### src/rtl/stream_link_fifo.sv
module stream_link_fifo #(
  parameter int DATA_W      = 32,
  parameter int DEPTH       = 16,
  parameter bit CTRL_EN     = 1'b1,
  parameter bit BLOCK_STYLE = 1'b0
) (
  input  logic              clk,
  input  logic              rst_n,
  input  logic              m_wr,
  input  logic [DATA_W-1:0] m_data,
  input  logic              m_ctrl,
  output logic              m_full,
  input  logic              s_rd,
  output logic [DATA_W-1:0] s_data,
  output logic              s_ctrl,
  output logic              s_exists
);
  localparam int AW = (DEPTH > 1) ? $clog2(DEPTH) : 1;
  localparam int CW = $clog2(DEPTH + 1);
  localparam int WW = DATA_W + int'(CTRL_EN);

  logic [WW-1:0] mem [DEPTH];
  logic [AW-1:0] wr_ptr, rd_ptr, rd_ptr_nx;
  logic [CW-1:0] count;
  logic [WW-1:0] wr_word, head_word;
  logic          do_wr, do_rd, head_rdy;

  function automatic logic [AW-1:0] bump(input logic [AW-1:0] p);
    return (p == AW'(DEPTH - 1)) ? '0 : p + 1'b1;
  endfunction

  assign m_full    = (count == CW'(DEPTH));
  assign s_exists  = (count != '0) && head_rdy;
  assign do_wr     = m_wr && !m_full;
  assign do_rd     = s_rd && s_exists;
  assign rd_ptr_nx = do_rd ? bump(rd_ptr) : rd_ptr;
  assign s_data    = head_word[DATA_W-1:0];

  generate
    if (CTRL_EN) begin : g_ctrl
      assign wr_word = {m_ctrl, m_data};
      assign s_ctrl  = head_word[WW-1];
    end else begin : g_no_ctrl
      assign wr_word = m_data;
      assign s_ctrl  = 1'b0;
    end
  endgenerate

  always_ff @(posedge clk)
    if (do_wr) mem[wr_ptr] <= wr_word;

  always_ff @(posedge clk or negedge rst_n) begin
    if (!rst_n) begin
      wr_ptr <= '0;
      rd_ptr <= '0;
      count  <= '0;
    end else begin
      if (do_wr) wr_ptr <= bump(wr_ptr);
      rd_ptr <= rd_ptr_nx;
      case ({do_wr, do_rd})
        2'b10:   count <= count + 1'b1;
        2'b01:   count <= count - 1'b1;
        default: count <= count;
      endcase
    end
  end

  generate
    if (BLOCK_STYLE) begin : g_block
      logic [WW-1:0] rd_q;
      logic          hide;
      always_ff @(posedge clk)
        rd_q <= mem[rd_ptr_nx];
      always_ff @(posedge clk or negedge rst_n)
        if (!rst_n) hide <= 1'b0;
        else        hide <= do_wr && ((count - CW'(do_rd)) == '0);
      assign head_word = rd_q;
      assign head_rdy  = !hide;
    end else begin : g_lut
      assign head_word = mem[rd_ptr];
      assign head_rdy  = 1'b1;
    end
  endgenerate
endmodule

### config.mk
export PLATFORM = sky130hd
export DESIGN_NAME = stream_link_fifo
export DESIGN_NICKNAME = d
export VERILOG_FILES = /design/src/rtl/stream_link_fifo.sv
export SDC_FILE = /design/constraint.sdc
export NUM_CORES = 1
export LEC_CHECK = 0
export CAP_MARGIN = 20
export CORE_AREA = 2 2 231 233
export DETAILED_ROUTE_END_ITERATION = 10
export DIE_AREA = 0 0 233 235
export DONT_BUFFER_PORTS = 1
export PLACE_DENSITY_LB_ADDON = 0.2
export SLEW_MARGIN = 20
export SYNTH_ARGS = -nofsm -noshare
export SYNTH_HDL_FRONTEND = slang
export SYNTH_SLANG_ARGS = --single-unit
### constraint.sdc
create_clock -name clk -period 4.3 [get_ports clk]
set_input_delay 0.43 -clock clk [delete_from_list [all_inputs] [get_ports clk]]
set_output_delay 0.43 -clock clk [all_outputs]
set_load 0.02 [all_outputs]
# Word-level counts from Yosys, hierarchy flattened

Memories as Yosys holds them, arrays and structs flattened.
Index checks and enable logic that the tools add are counted.

RAM bits: 528
Memories kept: 1
Word-level logic and storage cells: 23
Flip-flop bits (word level): 13

Memory list:

| name | depth | bits a word | read ports | clocked after Yosys merged registers in | wr ports | line | source |
|---|---|---|---|---|---|---|---|
| mem  | 16    | 33          | 1          | 0                                       | 1        | 22   | `logic [WW-1:0] mem [DEPTH];` |

Equal/unequal tests: 5
Reduce and logical (&&, ||, !) cells: 5
Muxes and demuxes: 5
Add/subtract/negate cells: 4

Operators by type and width:

| cell                | count |
|---|---|
| $pmux 5 s2          | 1 |
| $add 4x1->4 const B | 2 |
| $eq 4x4->1 const B  | 2 |
| $mux 4              | 2 |
| $add 5x1->5 const B | 1 |
| $eq 5x5->1 const B  | 1 |
| $reduce_bool 5->1   | 1 |
| $sub 5x1->5 const B | 1 |
| $eq 2x1->1 const B  | 1 |
| $eq 2x2->1 const B  | 1 |
| $logic_and 1x1->1   | 2 |
| $mux 1              | 2 |
| $reduce_bool 2->1   | 1 |
| $logic_not 1->1     | 1 |

# Depth between registers and ports, before layout

Depth in word-level cells: 5
Mapped depth: 11
Gate-level depth less buffers: 10

# Worst setup path after synthesis

Ideal clock, no wire load.

Path type: register to register
Start: register count[0]
End: memory mem[0][0] (netlist bit) (enable)
Stages on the path, launching flop included: 6
Arrival time: 3.233 ns
Setup slack: 0.603 ns
Library setup time: 0.464 ns
Path through: dfrtp_1 > nor4_4 > a21boi_1 > buf_2 > nand2_1 > nor3_1

Word-level cells in the longest chain between the ends: 5

Ends and longest elaborated chain:

| element                      | line | source |
|---|---|---|
| start: declaration           | 24   | `logic [CW-1:0] count;` |
| start signal: assignment     | 61   | `2'b10: count <= count + 1'b1;` |
| start signal: assignment     | 62   | `2'b01: count <= count - 1'b1;` |
| start signal: assignment     | 63   | `default: count <= count;` |
| $eq 5x5->1                   | 32   | `assign m_full = (count == CW'(DEPTH));` |
| $logic_not 1->1              | 34   | `assign do_wr = m_wr && !m_full;` |
| $logic_and 1x1->1            | 34   |  |
| $mux 1                       | 50   | `if (do_wr) mem[wr_ptr] <= wr_word;` |
| $mux 1 (not written as such) | 50   |  |
| end: declaration             | 22   |  |

Every way passes these cells.

# Worst setup path after layout

Start: register rd_ptr[2]
End: output s_data[31]

Word-level cells in the longest chain between the ends: 1

Ends and longest elaborated chain:

| element                  | line | source |
|---|---|---|
| start: declaration       | 23   | `logic [AW-1:0] wr_ptr, rd_ptr, rd_ptr_nx;` |
| start signal: assignment | 59   | `rd_ptr <= rd_ptr_nx;` |
| $mem_v2 16x33            | -    |  |
| end: declaration         | 14   | `output logic [DATA_W-1:0] s_data,` |

Every way passes these cells.

==> impl_metrics.ini <==
[status]
run_status = finished clean

[global_routing]
first_pass_grt_wire_length_mm = 66.9
grt_antenna_before_repair = 4
grt_start_max_net_pins = 53
globalRouteOverflowTotal = 0
grt.total_usage_pct = 16.8
first_global_vias = 10040

[synth]
post_synth_instance_area_sq_mm = 0.0206
synth_cell_types = 36
synth_nets = 960
synth.top_cells.by_area = edfxtp_1 (77%), mux4_2 (14%), o22ai_1 (2.0%)
netlist.top_cell.by_area = edfxtp_1
ys.warnings.count = 0
post_synthesis_register_bit_count = 541
postSynth.asyncResetShare_pct = 2.40
synthCells = 913
synth_edf_count = 528
synth_common_cells = edfxtp_1 (528), mux4_2 (132), o22ai_1 (66)
synth_top_cell_area_share_pct = 76.9
synth_area_per_cell_sq_um = 22.6
synth-main-ff-cell = edfxtp_1
yosys.cell_count.top_type = edfxtp_1
synth_sequential_area_ratio_pct = 78.5

[routing]
routed_wirelength_mm = 45.0
route.vias.total = 9335
residual_drc_count = 0
avgRoutedWirePerCell_um = 26.2
drt_iter0_drc = 676
antenna_left = 0
drt-pass1-iter-count = 7
detail_route.vias_per_cell = 5.42

[worst_hold_path]
hold-path-cell-count = 3
hold_class = input pin to register

[timing]
clock-skew-final_ns = 0.0228
worstMarginPinSlew_ns = 0.961
finalMaxSlewViolations = 0
period_minus_slack_ns = 3.44
fin_crit_sh_pct = 80.1
finalSetupViolations = 0
max-slew-margin-rel_pct = 35.9
tns_ns = 0
maxClockFrequency_ghz = 0.290
unrepaired_setup_endpoints_after_global_routing = no
final_hold_viol_count = 0

[critical_path]
worst-path-max-fanout = 34
critPathLaunchType = register
crit_chain = or2_2, buf_4, o22ai_1, nor2_1
cp_data_arrival_time_ns = 3.01
critPathMaxStageDelay_ns = 0.77
path_class = register to primary output
crit_buf_inv = 1
setup.worst_path.end_class = primary output
cpMaxStageDelayCell = dfrtp_4
r2r.worst_path.cells = 10
critical_path.top_delay_family = simple AND/OR/NAND/NOR gates
worst-endpoint-required_ns = 3.87
levels_on_crit_path = 4

[finish]
utilization_pct = 45.5
share_of_post_route_cells_with_drive_strength_above_1_pct = 26.2
area_delta_synth_final_pct = 15.3
register_area_sq_mm = 0.0162
fillers = 4310
multiInputGateArea_sq_mm = 0.00419
finalNetCount = 1033

[die]
design.die.area_sq_mm = 0.0548
boundaryPins = 72
height_of_the_die_um = 235
initial_cell_density_of_the_core_pct = 39.5
placeableCoreArea_sq_mm = 0.0522
row_count = 84
chipWidth_um = 233

[clock_network]
buffer_type_at_the_clock_tree_root = clkbuf_16
cts_num_sinks = 541
cts.path.max_buffers = 3
clkSlewWorstSetupHoldPaths_ns = 0.06
cts_inserted_buffers = 55
post_cts_hold_buffer_count = 34
setup_repair_bufs_after_cts = 0
tritoncts = built
cts-htree-levels = 2
clk-insertion-delay-late_ns = 0.60
postCtsResizedCells = 0

[flow_run]
max_cap_viol_count = 0

[power]
worst_ir_drop_vdd_mv = 0.387
pwr_density_cell_mw_per_mm2 = 664
static_leakage_power_nw = 7.40

[placement]
place_hpwl_mm = 24.8
place.gp.congestion = 0.695
io_buffers = 0
## placed cells by master, fill, tap and decap left out, types with 4 or more instances in the layout
cell type and instances:
ha_1 9, o22ai_1 66, dfrtp_1 10, inv_1 7, dlygate4sd3_1 34, nand3_1 4, clkinv_1 14, nand2_1 13
edfxtp_1 528, clkbuf_1 11, clkinv_2 9, mux4_2 132, nor3_2 4, nor2_1 35, clkbuf_16 57, o21ai_0 6
buf_12 9, bufinv_16 7, nor2_4 12, buf_4 23
## area by class of cell
cell class,count,area share (%)
diodes,1,0.0105
clock buffers,68,6.17
clock inverters,35,1.46
inverters,7,0.110
well taps,688,3.62
flip-flops and latches,541,68.1
repair buffers,66,2.91
multi-input cells,315,17.6
## per-stage QoR
step	power (mW)	area (sq um)	hold slack (ns)	setup slack, ns	instances
after floorplan	9.97	20600	0.134	0.603	913
after global placement	11.1	21600	0.136	1.31	1583
after detailed placement	11.1	21600	0.136	1.28	1583
after CTS	16.1	23800	0.219	0.742	1720
after global routing	16.5	23800	0.262	0.690	1721
final	15.8	23800	0.252	0.857	1721
## per-layer routing
| metal | vias to the layer above | routed length, um | track usage, % |
|---|---|---|---|
| li1 | 4022 | - | - |
| met1 | 5016 | 19900 | 23.3 |
| met4 | 6 | 849 | 4.21 |
| met2 | 224 | 21800 | 27.0 |
| met3 | 67 | 2540 | 3.77 |
| met5 | - | 34 | 0 |
## where the power goes
group	switching (mW)	internal (mW)
clock network	1.99	2.84
logic	2.53	1.73
registers	0.390	6.33
## registers in the layout, summed over array words and instances, names as in the netlist
| name | count |
|---|---|
| mem | 528 |
| wr_ptr | 4 |
| count | 5 |
| rd_ptr | 4 |
## worst reg2reg max path, cell delays in order (launching register included)
cell and delay (ns):
dfrtp_1 0.43, nor4_4 0.37, a21boi_1 0.28, inv_1 0.11, ha_1 0.31, inv_1 0.11
fa_1 0.41, nor2b_1 0.13, o21a_1 0.16, mux2_2 0.35, o311ai_1 0.26
## cells by family after synthesis
logic type | Yosys count | synth area share, %
multiplexers | 135 | 14.6
buffers and inverters | 57 | 1.79
AND/OR/NAND/NOR | 83 | 1.80
XOR/XNOR | 5 | 0.212
adder cells (fa/ha/maj) | 10 | 0.643
flip-flops | 541 | 78.5
AO/OA/AOI/OAI | 82 | 2.53
## final timing paths
path | to | slack (ns) | startpoint
hold reg to reg | count[0] | 0.58 | count[0]
setup / recovery | s_data[31] | 0.86 | rd_ptr[2]
hold / removal | rd_ptr[2] | 0.25 | s_rd
min in group asynchronous | count[1] | 0.35 | rst_n
setup reg to reg | count[4] | 1.29 | count[1]
max in group asynchronous | rd_ptr[0] | 3.37 | rst_n
Power figures use the tool's default switching activity.
